<file path="src/rtl/irqc_pkg.sv">
package irqc_pkg;

    typedef enum logic [1:0] {
        BUS_IDLE  = 2'd0,
        BUS_READ  = 2'd1,
        BUS_WRITE = 2'd2
    } bus_state_t;

    localparam logic [7:0] ADDR_CTRL     = 8'h01;
    localparam logic [7:0] ADDR_TOP_EN   = 8'h04;
    localparam logic [7:0] ADDR_TOP_ST   = 8'h05;
    localparam logic [7:0] ADDR_BLK_BASE = 8'h10;
    localparam int         AUTO_BIT      = 0;

    function automatic logic [7:0] blk_st_addr(input int b);
        return ADDR_BLK_BASE + 8'(2 * b);
    endfunction

    function automatic logic [7:0] blk_en_addr(input int b);
        return ADDR_BLK_BASE + 8'(2 * b + 1);
    endfunction

endpackage

</file>
<file path="src/rtl/irqc_tick_gen.sv">
module irqc_tick_gen #(
    parameter int unsigned DIV = 1000000
) (
    input  logic clk,
    input  logic rst_n,
    output logic tick
);
    localparam int unsigned CW = (DIV > 1) ? $clog2(DIV) : 1;
    localparam logic [CW-1:0] LAST = CW'(DIV - 1);

    logic [CW-1:0] cnt_q;

    assign tick = (cnt_q == LAST);

    always_ff @(posedge clk or negedge rst_n) begin
        if (!rst_n)    cnt_q <= '0;
        else if (tick) cnt_q <= '0;
        else           cnt_q <= cnt_q + 1'b1;
    end


    cnt_range_chk: assert property (@(posedge clk) disable iff (!rst_n)
        cnt_q <= LAST);

    if (DIV > 1) begin : g_gap

        tick_gap_chk: assert property (@(posedge clk) disable iff (!rst_n)
            tick |=> !tick);
    end

endmodule

</file>
<file path="src/rtl/irqc_src_block.sv">
module irqc_src_block #(
    parameter int NSRC = 4
) (
    input  logic            clk,
    input  logic            rst_n,
    input  logic [NSRC-1:0] evt,
    input  logic            auto_mode,
    input  logic            en_we,
    input  logic [NSRC-1:0] en_wdata,
    input  logic [NSRC-1:0] st_clr,
    output logic [NSRC-1:0] status,
    output logic [NSRC-1:0] enable
);
    logic [NSRC-1:0] act;

    assign act = evt & enable;

    always_ff @(posedge clk or negedge rst_n) begin
        if (!rst_n) begin
            status <= '0;
            enable <= '0;
        end else begin
            status <= (status & ~st_clr) | act;
            if (en_we)
                enable <= en_wdata;
            else if (auto_mode)
                enable <= enable & ~act;
        end
    end


    set_kept_chk: assert property (@(posedge clk) disable iff (!rst_n)
        (|act) |=> ((status & $past(act)) == $past(act)));


    auto_off_chk: assert property (@(posedge clk) disable iff (!rst_n)
        (auto_mode && !en_we && (|act)) |=> ((enable & $past(act)) == '0));


    en_hold_chk: assert property (@(posedge clk) disable iff (!rst_n)
        (!auto_mode && !en_we) |=> (enable == $past(enable)));

endmodule

</file>
<file path="src/rtl/irqc_bus_fsm.sv">
module irqc_bus_fsm
    import irqc_pkg::*;
(
    input  logic clk,
    input  logic rst_n,
    input  logic bus_cs,
    input  logic bus_rd,
    input  logic bus_wr,
    output logic rd_cap,
    output logic rd_done,
    output logic wr_go
);
    bus_state_t state_q, state_d;

    always_ff @(posedge clk or negedge rst_n) begin
        if (!rst_n) state_q <= BUS_IDLE;
        else        state_q <= state_d;
    end

    always_comb begin
        state_d = state_q;
        unique case (state_q)
            BUS_IDLE: begin
                if (bus_cs && bus_rd)      state_d = BUS_READ;
                else if (bus_cs && bus_wr) state_d = BUS_WRITE;
            end
            BUS_READ:  if (!bus_rd) state_d = BUS_IDLE;
            BUS_WRITE: if (!bus_wr) state_d = BUS_IDLE;
            default:   state_d = BUS_IDLE;
        endcase
    end

    always_comb begin
        rd_cap  = (state_q == BUS_IDLE) && bus_cs && bus_rd;
        wr_go   = (state_q == BUS_IDLE) && bus_cs && bus_wr && !bus_rd;
        rd_done = (state_q == BUS_READ) && !bus_rd;
    end


    one_write_chk: assert property (@(posedge clk) disable iff (!rst_n)
        wr_go |=> !wr_go);


    read_exit_chk: assert property (@(posedge clk) disable iff (!rst_n)
        rd_done |=> (state_q == BUS_IDLE));

endmodule

</file>
<file path="src/rtl/irqc_top.sv">
module irqc_top
    import irqc_pkg::*;
#(
    parameter int          NBLK     = 3,
    parameter int          NSRC     = 4,
    parameter int unsigned TICK_DIV = 1000000
) (
    input  logic                 clk,
    input  logic                 rst_n,
    input  logic                 bus_cs,
    input  logic                 bus_rd,
    input  logic                 bus_wr,
    input  logic [7:0]           bus_addr,
    input  logic [7:0]           bus_wdata,
    output logic [7:0]           bus_rdata,
    input  logic [NBLK*NSRC-1:0] evt_in,
    output logic                 irq_n
);
    localparam int TEW = NBLK + 1;

    logic            tick, rd_cap, rd_done, wr_go;
    logic [7:0]      ctrl_q, rdata_q, addr_q, rd_mux;
    logic [TEW-1:0]  top_en_q;
    logic            onesec_q, os_act, os_clr, auto_mode, pending;
    logic [NSRC-1:0] blk_st  [NBLK];
    logic [NSRC-1:0] blk_en  [NBLK];
    logic [NSRC-1:0] st_clr  [NBLK];
    logic [NBLK-1:0] blk_sum, en_we;

    irqc_tick_gen #(.DIV(TICK_DIV)) u_tick (
        .clk  (clk),
        .rst_n(rst_n),
        .tick (tick)
    );

    irqc_bus_fsm u_fsm (
        .clk    (clk),
        .rst_n  (rst_n),
        .bus_cs (bus_cs),
        .bus_rd (bus_rd),
        .bus_wr (bus_wr),
        .rd_cap (rd_cap),
        .rd_done(rd_done),
        .wr_go  (wr_go)
    );

    assign auto_mode = ctrl_q[AUTO_BIT];

    for (genvar b = 0; b < NBLK; b++) begin : g_blk
        assign en_we[b]   = wr_go && (bus_addr == blk_en_addr(b));
        assign st_clr[b]  = (rd_done && (addr_q == blk_st_addr(b))) ? rdata_q[NSRC-1:0] : '0;
        assign blk_sum[b] = |blk_st[b];

        irqc_src_block #(.NSRC(NSRC)) u_src (
            .clk      (clk),
            .rst_n    (rst_n),
            .evt      (evt_in[b*NSRC +: NSRC]),
            .auto_mode(auto_mode),
            .en_we    (en_we[b]),
            .en_wdata (bus_wdata[NSRC-1:0]),
            .st_clr   (st_clr[b]),
            .status   (blk_st[b]),
            .enable   (blk_en[b])
        );
    end

    always_comb begin
        rd_mux = '0;
        if (bus_addr == ADDR_CTRL)
            rd_mux = ctrl_q;
        else if (bus_addr == ADDR_TOP_EN)
            rd_mux[TEW-1:0] = top_en_q;
        else if (bus_addr == ADDR_TOP_ST)
            rd_mux[TEW-1:0] = {blk_sum, onesec_q};
        else begin
            for (int b = 0; b < NBLK; b++) begin
                if (bus_addr == blk_st_addr(b)) rd_mux[NSRC-1:0] = blk_st[b];
                if (bus_addr == blk_en_addr(b)) rd_mux[NSRC-1:0] = blk_en[b];
            end
        end
    end

    assign os_act  = tick && top_en_q[0];
    assign os_clr  = rd_done && (addr_q == ADDR_TOP_ST) && rdata_q[0];
    assign pending = onesec_q || (|(blk_sum & top_en_q[TEW-1:1]));

    always_ff @(posedge clk or negedge rst_n) begin
        if (!rst_n) begin
            ctrl_q   <= '0;
            top_en_q <= '0;
            onesec_q <= 1'b0;
            rdata_q  <= '0;
            addr_q   <= '0;
            irq_n    <= 1'b1;
        end else begin
            if (rd_cap) begin
                rdata_q <= rd_mux;
                addr_q  <= bus_addr;
            end
            if (wr_go && (bus_addr == ADDR_CTRL))
                ctrl_q <= bus_wdata;
            if (wr_go && (bus_addr == ADDR_TOP_EN))
                top_en_q <= bus_wdata[TEW-1:0];
            else if (auto_mode && os_act)
                top_en_q[0] <= 1'b0;
            onesec_q <= (onesec_q && !os_clr) || os_act;
            irq_n    <= !pending;
        end
    end

    assign bus_rdata = rdata_q;


    reset_idle_chk: assert property (@(posedge clk) disable iff (!rst_n)
        $rose(rst_n) |-> irq_n);


    os_clear_chk: assert property (@(posedge clk) disable iff (!rst_n)
        (os_clr && !os_act) |=> !onesec_q);


    os_keep_chk: assert property (@(posedge clk) disable iff (!rst_n)
        os_act |=> onesec_q);


    os_auto_chk: assert property (@(posedge clk) disable iff (!rst_n)
        (auto_mode && os_act && !(wr_go && (bus_addr == ADDR_TOP_EN))) |=> !top_en_q[0]);


    irq_quiet_chk: assert property (@(posedge clk) disable iff (!rst_n)
        (($past(top_en_q[TEW-1:1]) == '0) && !$past(onesec_q)) |-> irq_n);

endmodule

</file>
<file path="config.mk">
export PLATFORM = sky130hd
export DESIGN_NAME = irqc_top
export DESIGN_NICKNAME = d
export VERILOG_FILES = /design/src/rtl/irqc_pkg.sv /design/src/rtl/irqc_tick_gen.sv /design/src/rtl/irqc_src_block.sv /design/src/rtl/irqc_bus_fsm.sv /design/src/rtl/irqc_top.sv
export SDC_FILE = /design/constraint.sdc
export NUM_CORES = 1
export LEC_CHECK = 0
export BUFFER_PORTS_ARGS = -buffer_cell sky130_fd_sc_hd__buf_4
export CELL_PAD_IN_SITES_DETAIL_PLACEMENT = 2
export CELL_PAD_IN_SITES_GLOBAL_PLACEMENT = 2
export CORE_AREA = 2 2 99 101
export DETAILED_ROUTE_END_ITERATION = 10
export DIE_AREA = 0 0 101 103
export PLACE_DENSITY = 0.8
export SYNTH_ARGS = -nofsm -noshare
export SYNTH_HDL_FRONTEND = slang
export SYNTH_SLANG_ARGS = --single-unit
</file>
<file path="constraint.sdc">
create_clock -name clk -period 3.2 [get_ports clk]
set_input_delay 0.32 -clock clk [delete_from_list [all_inputs] [get_ports clk]]
set_output_delay 0.32 -clock clk [all_outputs]
set_load 0.1 [all_outputs]
</file>
Word level (Yosys, flattened, before mapping) --
Cells that the tools add are included.
Word-level totals: register bits 76, input bits 33, output and inout port bits 9, word-level logic and storage cells 116
Operators by class: $add $sub $neg 1, equality and inequality tests 19, multiplexer cells 27, bitwise logic cells 19, reduce and logical (&&, ||, !) cells 35
Operators by type and width (number):
- $mux 4 | 19
- $eq 8x5->1 const B | 9
- $and 4x4->4 | 9
- $eq 8x3->1 const B | 3
- $not 4->4 | 6
- $add 20x1->20 const B | 1
- $eq 20x20->1 const B | 1
- $logic_and 1x1->1 | 20
- $mux 20 | 1
- $or 4x4->4 | 3
- $reduce_or 4->1 | 3
- $eq 8x1->1 const B | 1
- $mux 2 | 4
- $reduce_bool 2->1 | 4
- $pmux 2 s3 | 1
- $ne 2x2->1 const B | 2
- $and 3x3->3 | 1
- $logic_not 1->1 | 3
- $ne 3x1->1 const B | 1
- $reduce_and 3->1 | 1
- $reduce_or 3->1 | 1
- $eq 2x1->1 const B | 1
- $eq 2x2->1 const B | 1
- $logic_not 2->1 | 1
- other kinds (2) | 4

Depth between registers and ports, before layout --
Gate-level depths: netlist of the first run.
word-level depth 10, depth in mapped cells 7, mapped depth without buffers 5

By module --
Synthesis of the first run repeated with hierarchy kept, for this count alone.
Unflattened totals: cells, all modules 375, area, all modules 4020.1 um^2
Modules (own cells, without submodules):
- irqc_top | times used 1, cells each 172, area an instance 1854.3 um^2, sequential area each 752.0 um^2
- irqc_tick_gen | times used 1, cells each 97, area an instance 1046.0 um^2, sequential area each 500.5 um^2
- irqc_src_block | times used 3, cells each 32, area an instance 329.1 um^2, sequential area each 200.2 um^2
- irqc_bus_fsm | times used 1, cells each 10, area an instance 132.6 um^2, sequential area each 50.0 um^2

Worst setup path after synthesis of the first run --
Ideal clock, no wire load.
kind reg-to-reg, from register u_fsm.state_q[0], to register top_en_q[1], library setup time 125 ps, arrival 1705 ps, required time 3075 ps, slack 1370 ps, cell stages (with the launch flop) 5, path buffers 0, clock period less this slack 1830 ps, cells stage by stage dfrtp_1 nand2b_4 or4b_4 nor4_4 mux2_2
Between the ends: word-level cells in the longest chain between the ends 5
RTL lines:
- start, declared | RTL line irqc_bus_fsm.sv:13 | bus_state_t state_q, state_d;
- start signal, assigned | RTL line irqc_bus_fsm.sv:17 | else state_q <= state_d;
- $logic_not 2->1 | RTL line irqc_bus_fsm.sv:35 | wr_go = (state_q == BUS_IDLE) && bus_cs && bus_wr && !bus_rd;
- $logic_and 1x1->1 (3 in series) | RTL line irqc_bus_fsm.sv:35
- $logic_and 1x1->1 | RTL line irqc_top.sv:102 | if (wr_go && (bus_addr == ADDR_TOP_EN))
- end signal, assigned | RTL line irqc_top.sv:103 | top_en_q <= bus_wdata[TEW-1:0];
- end, declared | RTL line irqc_top.sv:23 | logic [TEW-1:0] top_en_q;
Every way passes these cells. A chain may end at the register's enable or synchronous reset.

Final worst setup path of the first run --
from register addr_q[3], to register g_blk[1].u_src.status[2]
Between the ends: word-level cells in the longest chain between the ends 6
RTL lines:
- start, declared | RTL line irqc_top.sv:22 | logic [7:0] ctrl_q, rdata_q, addr_q, rd_mux;
- start signal, assigned | RTL line irqc_top.sv:98 | addr_q <= bus_addr;
- $eq 8x5->1 | RTL line irqc_top.sv:51 | assign st_clr[b] = (rd_done && (addr_q == blk_st_addr(b))) ? rdata_q[NSRC-1:0] : '0;
- $logic_and 1x1->1 | RTL line irqc_top.sv:51
- $mux 4 | RTL line irqc_top.sv:51
- $not 4->4 | RTL line irqc_src_block.sv:23 | status <= (status & ~st_clr) | act;
- $and 4x4->4 | RTL line irqc_src_block.sv:23
- $or 4x4->4 | RTL line irqc_src_block.sv:23
- end signal, assigned | RTL line irqc_src_block.sv:23
- end, declared | RTL line irqc_src_block.sv:11 | output logic [NSRC-1:0] status,
Every way passes these cells.

==> impl_metrics.toml, run 1 <==
[timing]
fin_setup_tns_ns = 0
rsz0062_at_grt = "false"
slew_violations = 0
max_freq_mhz = 396
slew_headroom_pct = 30.2
clock-skew-final_ns = 0.00918
finalCriticalPeriod_ns = 2.53
tightestPinTransition_ns = 1.03
setup_viol = 0
hold_viol_final = 0
period_share_pct = 78.9

[finish]
final_common_cell = "dfrtp_1"
layout.cells.non_filler = 505
drive_above_1_share_pct = 24.6
regArea_mm2 = 0.00190
final_cell_mix = "75 x dfrtp_1, 58 x nand2_1, 44 x buf_4"
fin_nets = 420
multi_input_area_mm2 = 0.00170
num-fill-cells = 1011
area_growth_pct = 17.2
diodes = 0

[setup_path]
critPathRequiredTime_ns = 3.45
cp_cell_sequence = "nor4b_1, nand2_1, nor4b_1, nand2_1, a22o_1"
crit_path_top_delay_cell = "nor4b_1"
critPathMaxFanout = 4
path_class = "register to register"
slowest_delay_ns = 0.92
cp-end-kind = "register"
start_kind = "register"
critPathArrivalTime_ns = 2.77

[clocking]
cts_root_buf = "clkbuf_8"
cts_resized = 0
htree_levels = 3
post-cts-setup-buffer-count = 0
clk_path_buf_depth = 2
cts.clk_slew.worst_paths_ns = 0.08
clkSinkCount = 76
clk_latency_ns = 0.36
cts_tree = "yes"
cts-buffers-inserted = 9
ctsHoldBuffers = 0

[placement]
portBuffers = 41
gp_congestion = 0.766
place_inst = 489
hpwl_um = 7540

[yosys]
synth.distinct_cells = 49
ys.flop_type = "dfrtp_1"
synth.area.top_cells = "dfrtp_1 51%, nand2_1 5.9%, mux2_2 5.8%"
synth_seq_cells = 76
synth_area_per_cell_um2 = 10.7
syn_nets = 377
syn_inst = 343
yosysSeqAreaShare_pct = 51.6
yosysTopAreaCell = "dfrtp_1"
synth_edf_count = 0
netlist.area_leader.share_pct = 50.9
syn_area_mm2 = 0.00368
yosysWarnings = 0
synthArstFlopShare_pct = 100

[global_routing]
grt_pass1_vias = 3269
grt_pass1_wl_um = 17300
top_usage_layer = "met2"
grtUsageTotal_pct = 22.0
antenna_found_initial = 0
met2_usage_pct = 39.3
grt_max_degree = 77
gr-usage-met3_pct = 2.51
grt.overflow.total = 0
grt_use_met1_pct = 27.5

[detailed_routing]
drc = 0
wl_per_cell_um = 21.1
drt_wl_total_um = 10600
drt_iter0_drc = 116
firstDrtPassIters = 4
viasPerCell = 5.71
via_count = 2886
ant_nets = 0

[floorplan]
core_area_mm2 = 0.00946
io_pins = 42
fp.dieH_um = 103
die_w_um = 101
rows = 36
initial_core_util_pct = 39.0
die_area_mm2 = 0.0104

[pwr]
power.total_mw = 2.09
p_per_area_mw_per_mm2 = 483
power_leakage_nw = 1.91
vdd_drop_max_v = 0.000193

[status]
status = "finished, final reports clean"

[run]
drv_cap = 0

[worst_hold_path]
min_path_type = "primary input to asynchronous set/reset pin"
-- metal layers --
metal  vias up  routed length [µm]
li1       1316                   -
met5         -                   0
met1      1503                4620
met4         0                 237
met3        18                 249
met2        49                5530
-- report_power, final --
group,total (mW),switching [mW],internal [mW]
combinational,0.216,0.114,0.102
clock,0.818,0.379,0.439
sequential,1.05,0.0429,1.01
-- critical path, delay by kind of cell (launching register included) --
kind | cells | cell delay, ns
AO/OA/AOI/OAI | 1 | 0.22
flip-flops | 1 | 0.39
AND/OR/NAND/NOR | 4 | 1.81
-- synth_stat cells (3+ instances only) --
cell type / number
a311oi_1: 3
mux2_2: 19
dfrtp_1: 75
nand2_1: 58
nor4b_1: 4
xnor2_1: 7
nand3_1: 14
inv_1: 6
o21ai_0: 18
nand4_1: 5
a21oi_1: 4
buf_2: 5
xor2_1: 9
a22o_1: 16
and3_1: 3
nor4_1: 6
nor2_1: 23
mux4_2: 4
nor2b_1: 4
nor3_1: 8
clkbuf_1: 4
or4_1: 3
mux2i_1: 6
o31ai_1: 4
and4_1: 3
-- path summary, 6_finish.rpt --
kind | end | slack [ns] | startpoint | cells past startpoint
setup / recovery | g_blk[1].u_src.status[2]$_DFF_PN0_ | 0.67 | addr_q[3]$_DFFE_PN0P_ | 5
hold / removal | u_tick.cnt_q[6]$_DFF_PN0_ | 0.09 | rst_n | 1
setup reg to reg | g_blk[1].u_src.status[2]$_DFF_PN0_ | 0.67 | addr_q[3]$_DFFE_PN0P_ | 5
hold reg to reg | u_tick.cnt_q[4]$_DFF_PN0_ | 0.49 | u_tick.cnt_q[4]$_DFF_PN0_ | 1
max in group asynchronous | u_tick.cnt_q[15]$_DFF_PN0_ | 2.41 | rst_n | 1
min in group clk | ctrl_q[4]$_DFFE_PN0P_ | 0.20 | bus_wdata[4] | 2
-- cell families (layout without fill, tap and decap cells) --
group	after synthesis	count (layout)	share of synthesized area (%)
AOI/OAI and AO/OA	53	53	9.98
xor gates and xnor gates	16	16	3.80
adders and majority gates	1	1	0.340
buffers and inverters	18	66	2.11
DFF	76	76	51.6
muxes	29	29	9.88
and+or+nand+nor	150	150	22.2
-- sequential cells by signal, indices dropped and copies added, names as in the netlist, 2 cells and up --
register	count
g_blk.u_src.enable	12
addr_q	8
top_en_q	4
u_tick.cnt_q	20
bus_rdata	8
ctrl_q	8
u_fsm.state_q	2
g_blk.u_src.status	12
-- cell type report --
| cell class | count | area share (%) |
|---|---|---|
| Inverter | 6 | 0.521 |
| Tap cell | 114 | 3.30 |
| Sequential cell | 76 | 44.1 |
| Timing Repair Buffer | 44 | 7.65 |
| Clock buffer | 10 | 2.95 |
| Multi-Input combinational cell | 249 | 39.5 |
| Clock inverter | 6 | 2.06 |
-- through the flow --
step | instance area, µm² | hold slack (ns) | worst slack (ns) | utilization [%]
after global routing | 4320 | 0.186 | 0.475 | 45.7
after global placement | 4100 | 0.459 | 1.06 | 43.4
after floorplan | 3680 | 0.0244 | 1.37 | -
after detailed placement | 4100 | 0.469 | 0.838 | 43.4
after CTS | 4320 | 0.165 | 0.661 | 45.7
final | 4320 | 0.0889 | 0.674 | 45.7
Power figures use the tool's default switching activity.
==> run 2: changes to the inputs <==
--- a/config.mk
+++ b/config.mk
@@ -8,10 +8,10 @@
 export BUFFER_PORTS_ARGS = -buffer_cell sky130_fd_sc_hd__buf_4
 export CELL_PAD_IN_SITES_DETAIL_PLACEMENT = 2
 export CELL_PAD_IN_SITES_GLOBAL_PLACEMENT = 2
-export CORE_AREA = 2 2 99 101
+export CORE_AREA = 2 2 102 104
 export DETAILED_ROUTE_END_ITERATION = 10
-export DIE_AREA = 0 0 101 103
-export PLACE_DENSITY = 0.8
+export DIE_AREA = 0 0 104 106
+export PLACE_DENSITY = 0.76
 export SYNTH_ARGS = -nofsm -noshare
 export SYNTH_HDL_FRONTEND = slang
 export SYNTH_SLANG_ARGS = --single-unit
==> constraint.sdc (replaced) <==
create_clock -name clk -period 2.54 [get_ports clk]
set_input_delay 0.254 -clock clk [delete_from_list [all_inputs] [get_ports clk]]
set_output_delay 0.254 -clock clk [all_outputs]
set_load 0.1 [all_outputs]
==> run 2 against run 1 <==
  * Non-clock buffer count up 4
  * Combinational power increased by 28%
  * Fmax rose by 17%
  * Utilization down 1.6 points
  * Clock power up 38%
  * Power rose by 31%
  * Via count down 0.69%
  * Largest power group unchanged
==> impl_metrics.toml, run 2 (synthesized netlist as in run 1, its figures left out) <==
[finish]
fin_nets = 424
largest_reg_flops = 20
final_util_pct = 44.1
fin_area_mm2 = 0.00441
num-fill-cells = 1104
largestRegisters = "u_tick.cnt_q: 20 flops, g_blk.u_src.enable: 12 flops, g_blk.u_src.status: 12 flops"
drive_above_1_share_pct = 24.8
final_cell_mix = "75 x dfrtp_1, 58 x nand2_1, 46 x buf_4"
diodes = 0
area_growth_pct = 19.7
final_common_cell = "dfrtp_1"
top_register = "u_tick.cnt_q"

[clocking]
cts-buffers-inserted = 9
cts_tree = "yes"
cts.clk_slew.worst_paths_ns = 0.09
cts_resized = 0
clkSinkCount = 76
clk_latency_ns = 0.36
cts_root_buf = "clkbuf_8"
clk_path_buf_depth = 2
htree_levels = 3

[detailed_routing]
firstDrtPassIters = 4
viasPerCell = 5.40
drt_wl_total_um = 11000
ant_nets = 0
drc = 0
via_count = 2866
wl_per_cell_um = 20.6
drt_iter0_drc = 112

[worst_hold_path]
min_to = "ctrl_q[6]$_DFFE_PN0P_"
min_path_cells = 2
hp-start = "bus_wdata[6]"
min_path_type = "primary input to register"

[timing]
hold_viol_final = 0
rsz0062_at_grt = "false"
clock-skew-final_ns = 0.0167
max_freq_mhz = 464
setup_viol = 0
fin_setup_tns_ns = 0
period_share_pct = 84.8
timing.hold.ws_ns = 0.133
slew_violations = 0
finalCriticalPeriod_ns = 2.15
slew_headroom_pct = 57.7
tightestPinTransition_ns = 0.625

[setup_path]
r2r-start = "addr_q[3]$_DFFE_PN0P_"
critPathArrivalTime_ns = 2.40
ff2ff_path_depth = 6
critPathMaxFanout = 4
critPathRequiredTime_ns = 2.78
path_class = "register to register"
r2r_slack_ns = 0.39
cp-end-kind = "register"
r2r_end = "g_blk[1].u_src.status[1]$_DFF_PN0_"
start_kind = "register"

[global_routing]
grt_pass1_wl_um = 17800
grtUsageTotal_pct = 21.1
grt_max_degree = 41
grt_pass1_vias = 3241
antenna_found_initial = 0
grt.overflow.total = 0

[floorplan]
fp.dieH_um = 106
core_area_mm2 = 0.0100
die_w_um = 104
io_pins = 42
initial_core_util_pct = 36.8
rows = 37
die_area_mm2 = 0.0110

[pwr]
power_leakage_nw = 1.94
vdd_drop_max_v = 0.000309
p_per_area_mw_per_mm2 = 618

[placement]
portBuffers = 41
gp_congestion = 0.792
hpwl_um = 7890
dpl_cell_area_mm2 = 0.00417

[status]
status = "finished, final reports clean"

[run]
drv_cap = 0
==> run 2: routing by layer <==
layer	routed length [µm]	global-route usage, %
met2	5800	38.5
met5	0	0
met1	4700	24.9
met4	142	6.76
met3	303	4.23
==> run 2: how the worst max path moves through the flow <==
stage	from	slack, ns	cells past startpoint	end
after floorplan	u_fsm.state_q[0]$_DFFE_PN0P_	0.71	4	top_en_q[1]$_DFFE_PN0P_
after detailed placement	addr_q[3]$_DFFE_PN0P_	0.44	6	g_blk[1].u_src.status[1]$_DFF_PN0_
final	addr_q[3]$_DFFE_PN0P_	0.39	6	g_blk[1].u_src.status[1]$_DFF_PN0_
after global placement	bus_addr[7]	0.46	5	ctrl_q[4]$_DFFE_PN0P_
after global routing	addr_q[3]$_DFFE_PN0P_	0.26	6	g_blk[1].u_src.status[1]$_DFF_PN0_
after CTS	addr_q[3]$_DFFE_PN0P_	0.38	6	g_blk[1].u_src.status[1]$_DFF_PN0_
==> run 2: report_power, final <==
part	total, mW	switching (mW)	internal, mW
Sequential	1.32	0.0522	1.27
Clock	1.13	0.474	0.653
Combinational	0.276	0.143	0.133
==> run 2: layout make-up <==
class / instances / area (µm²) / area share, %
clock buffer: 11 / 131 / 2.98
timing repair buffer: 48 / 375 / 8.51
clock inverter: 5 / 103 / 2.33
tap: 136 / 170 / 3.86
multi-input combinational: 249 / 1700 / 38.6
inverter: 6 / 22.5 / 0.511
sequential: 76 / 1900 / 43.2
==> run 2: repair_timing <==
item | CTS | global route
setup endpoints to repair | 0 | 0
buffers inserted | 0 | 0
endpoints found under the hold margin | 36 | 0
hold buffers | 1 | 0
==> run 2: stage by stage <==
step,cells,worst slack [ns],power (mW)
final,531,0.386,2.73
after global placement,514,0.464,1.61
after detailed placement,514,0.436,1.62
after CTS,531,0.383,2.76
after global routing,531,0.260,2.84
after floorplan,343,0.710,1.48
==> run 2: critical path, cell delays in order, from the launching register on <==
cell	delay [ns]
dfrtp_1	0.41
nor4b_1	0.60
nand2_1	0.17
nor4b_1	0.39
buf_4	0.21
nand2_1	0.06
a22o_1	0.19
==> run 3: changes to the inputs <==
--- a/config.mk
+++ b/config.mk
@@ -5,12 +5,13 @@
 export SDC_FILE = /design/constraint.sdc
 export NUM_CORES = 1
 export LEC_CHECK = 0
+export ABC_AREA = 1
 export BUFFER_PORTS_ARGS = -buffer_cell sky130_fd_sc_hd__buf_4
 export CELL_PAD_IN_SITES_DETAIL_PLACEMENT = 2
 export CELL_PAD_IN_SITES_GLOBAL_PLACEMENT = 2
-export CORE_AREA = 2 2 102 104
+export CORE_AREA = 2 2 110 112
 export DETAILED_ROUTE_END_ITERATION = 10
-export DIE_AREA = 0 0 104 106
+export DIE_AREA = 0 0 112 114
 export PLACE_DENSITY = 0.76
 export SYNTH_ARGS = -nofsm -noshare
 export SYNTH_HDL_FRONTEND = slang
==> constraint.sdc (replaced) <==
create_clock -name clk -period 2.2 [get_ports clk]
set_input_delay 0.22 -clock clk [delete_from_list [all_inputs] [get_ports clk]]
set_output_delay 0.22 -clock clk [all_outputs]
set_load 0.1 [all_outputs]
==> run 3 against run 2 <==
  * Clock skew shrank 0.0081 ns
  * Critical path depth shrank 2
  * Power grew 30%
  * Hold slack lost 0.045 ns
  * Via count grew 21%
  * Non-clock buffer count shrank 4
  * Global-route usage grew 0.25 points
  * First-iteration DRC count grew 5.4%
  * Wire length grew 14%
  * Worst setup slack gained 0.058 ns
  * Largest power group is now clock
==> impl_metrics.toml, run 3 <==
[floorplan]
fp.dieH_um = 114
die_w_um = 112
initial_core_util_pct = 33.7
io_pins = 42
core_area_mm2 = 0.0117
rows = 40
die_area_mm2 = 0.0128

[placement]
gp_congestion = 0.803
hpwl_um = 9400
portBuffers = 41
dpl_cell_area_mm2 = 0.00443

[setup_path]
path_class = "register to register"
critPathMaxFanout = 8
critPathArrivalTime_ns = 1.96
start_kind = "register"
cp-end-kind = "register"
critPathRequiredTime_ns = 2.41

[finish]
area_growth_pct = 20.9
drive_above_1_share_pct = 19.2
final_cell_mix = "116 x nand2_1, 75 x dfrtp_1, 61 x inv_1"
top_register = "u_tick.cnt_q"
fin_area_mm2 = 0.00476
final_common_cell = "nand2_1"
largestRegisters = "u_tick.cnt_q: 20 flops, g_blk.u_src.enable: 12 flops, g_blk.u_src.status: 12 flops"
largest_reg_flops = 20
fin_nets = 575
diodes = 0

[timing]
setup_viol = 0
hold_viol_final = 0
tightestPinTransition_ns = 0.541
fin_setup_tns_ns = 0
rsz0062_at_grt = "false"
slew_violations = 0
finalCriticalPeriod_ns = 1.76
clock-skew-final_ns = 0.00865
timing.hold.ws_ns = 0.0881
period_share_pct = 79.8
slew_headroom_pct = 63.5
max_freq_mhz = 570

[detailed_routing]
wl_per_cell_um = 18.0
drc = 0
via_count = 3482
firstDrtPassIters = 4
ant_nets = 0
drt_wl_total_um = 12500
drt_iter0_drc = 118
viasPerCell = 5.02

[yosys]
ys.flop_type = "dfrtp_1"
synth_seq_cells = 76
syn_area_mm2 = 0.00394
synth_common_cells = "116 x nand2_1, 75 x dfrtp_1, 61 x inv_1"
synth_area_per_cell_um2 = 8.01
synth_most_common_cell = "nand2_1"
syn_inst = 492
synth.area.top_cells = "dfrtp_1 48%, nand2_1 11%, inv_1 5.8%"
synth.distinct_cells = 37
yosysWarnings = 0
synthArstFlopShare_pct = 100
netlist.area_leader.share_pct = 47.6
syn_nets = 526
yosysTopAreaCell = "dfrtp_1"
synth_edf_count = 0
yosysSeqAreaShare_pct = 48.3

[global_routing]
grt_max_degree = 40
grtUsageTotal_pct = 21.3
grt_pass1_vias = 3919
grt_pass1_wl_um = 20900
grt.overflow.total = 0
antenna_found_initial = 0

[clocking]
cts_resized = 0
clkSinkCount = 76
cts-buffers-inserted = 9
clk_latency_ns = 0.35
clk_path_buf_depth = 2
cts.clk_slew.worst_paths_ns = 0.06
cts_root_buf = "clkbuf_16"
htree_levels = 3
post-cts-setup-buffer-count = 0
cts_tree = "yes"

[pwr]
power.total_mw = 3.55
p_per_area_mw_per_mm2 = 746
power_leakage_nw = 2.42
vdd_drop_max_v = 0.000330

[worst_hold_path]
min_path_type = "primary input to register"

[status]
status = "finished, final reports clean"

[run]
drv_cap = 0
## run 3: path summary, 6_finish.rpt
path | from | endpoint | slack, ns | cells after the start
max | u_fsm.state_q[0]$_DFFE_PN0P_ | g_blk[2].u_src.enable[3]$_DFFE_PN0P_ | 0.44 | 4
min | evt_in[5] | g_blk[1].u_src.status[1]$_DFF_PN0_ | 0.09 | 3
max reg2reg | u_fsm.state_q[0]$_DFFE_PN0P_ | g_blk[2].u_src.enable[3]$_DFFE_PN0P_ | 0.44 | 4
min reg2reg | u_tick.cnt_q[0]$_DFF_PN0_ | u_tick.cnt_q[0]$_DFF_PN0_ | 0.47 | 1
max in group asynchronous | rst_n | u_tick.cnt_q[14]$_DFF_PN0_ | 1.19 | 3
min in group asynchronous | rst_n | addr_q[1]$_DFFE_PN0P_ | 0.40 | 2
## run 3: area by class of cell
cell class | count | area (µm²)
Fill cell | 1364 | 6950
Sequential cell | 76 | 1900
Clock inverter | 7 | 98.8
Timing Repair Buffer | 44 | 345
Tap cell | 147 | 184
Inverter | 75 | 287
Clock buffer | 9 | 225
Multi-Input combinational cell | 335 | 1720
## run 3: metal layers
layer  wire length (µm)  track usage, %
met1               5390            26.0
met2               6540            38.5
met3                326            3.19
met4                208            7.80
met5                  0               0
## run 3: critical path: stages, from the launching register on
cell and delay, ns:
dfrtp_1 0.41, nor2_1 0.13, nand4_1 0.33, nor3_2 0.58, o21ai_0 0.16
## run 3: power by group
group	leakage (nW)	switching, mW	internal, mW
Sequential	0.988	0.0751	1.49
Clock	0.156	0.636	0.999
Combinational	1.28	0.238	0.121
Total	2.42	0.949	2.61
## run 3: logic make-up after synthesis
kind of cell | count (synthesis) | share of synthesized area [%]
and+or+nand+nor | 243 | 29.4
buffers and inverters | 81 | 8.06
xor gates and xnor gates | 7 | 1.56
adders and majority gates | 1 | 0.317
DFF | 76 | 48.3
AOI/OAI and AO/OA | 84 | 12.4
## run 3: what timing repair did
item | 4_1_cts | 5_1_grt
endpoints found under the setup margin | 0 | 0
endpoints found under the hold margin | 36 | 0
hold buffers | 1 | 0
## run 3: stage by stage
| step | cells | setup WS [ns] | utilization [%] |
|---|---|---|---|
| floorplan | 492 | 0.559 | - |
| global placement | 676 | 0.451 | 37.8 |
| detailed placement | 676 | 0.429 | 37.8 |
| CTS | 693 | 0.392 | 40.7 |
| global route | 693 | 0.191 | 40.7 |
| finish | 693 | 0.444 | 40.7 |
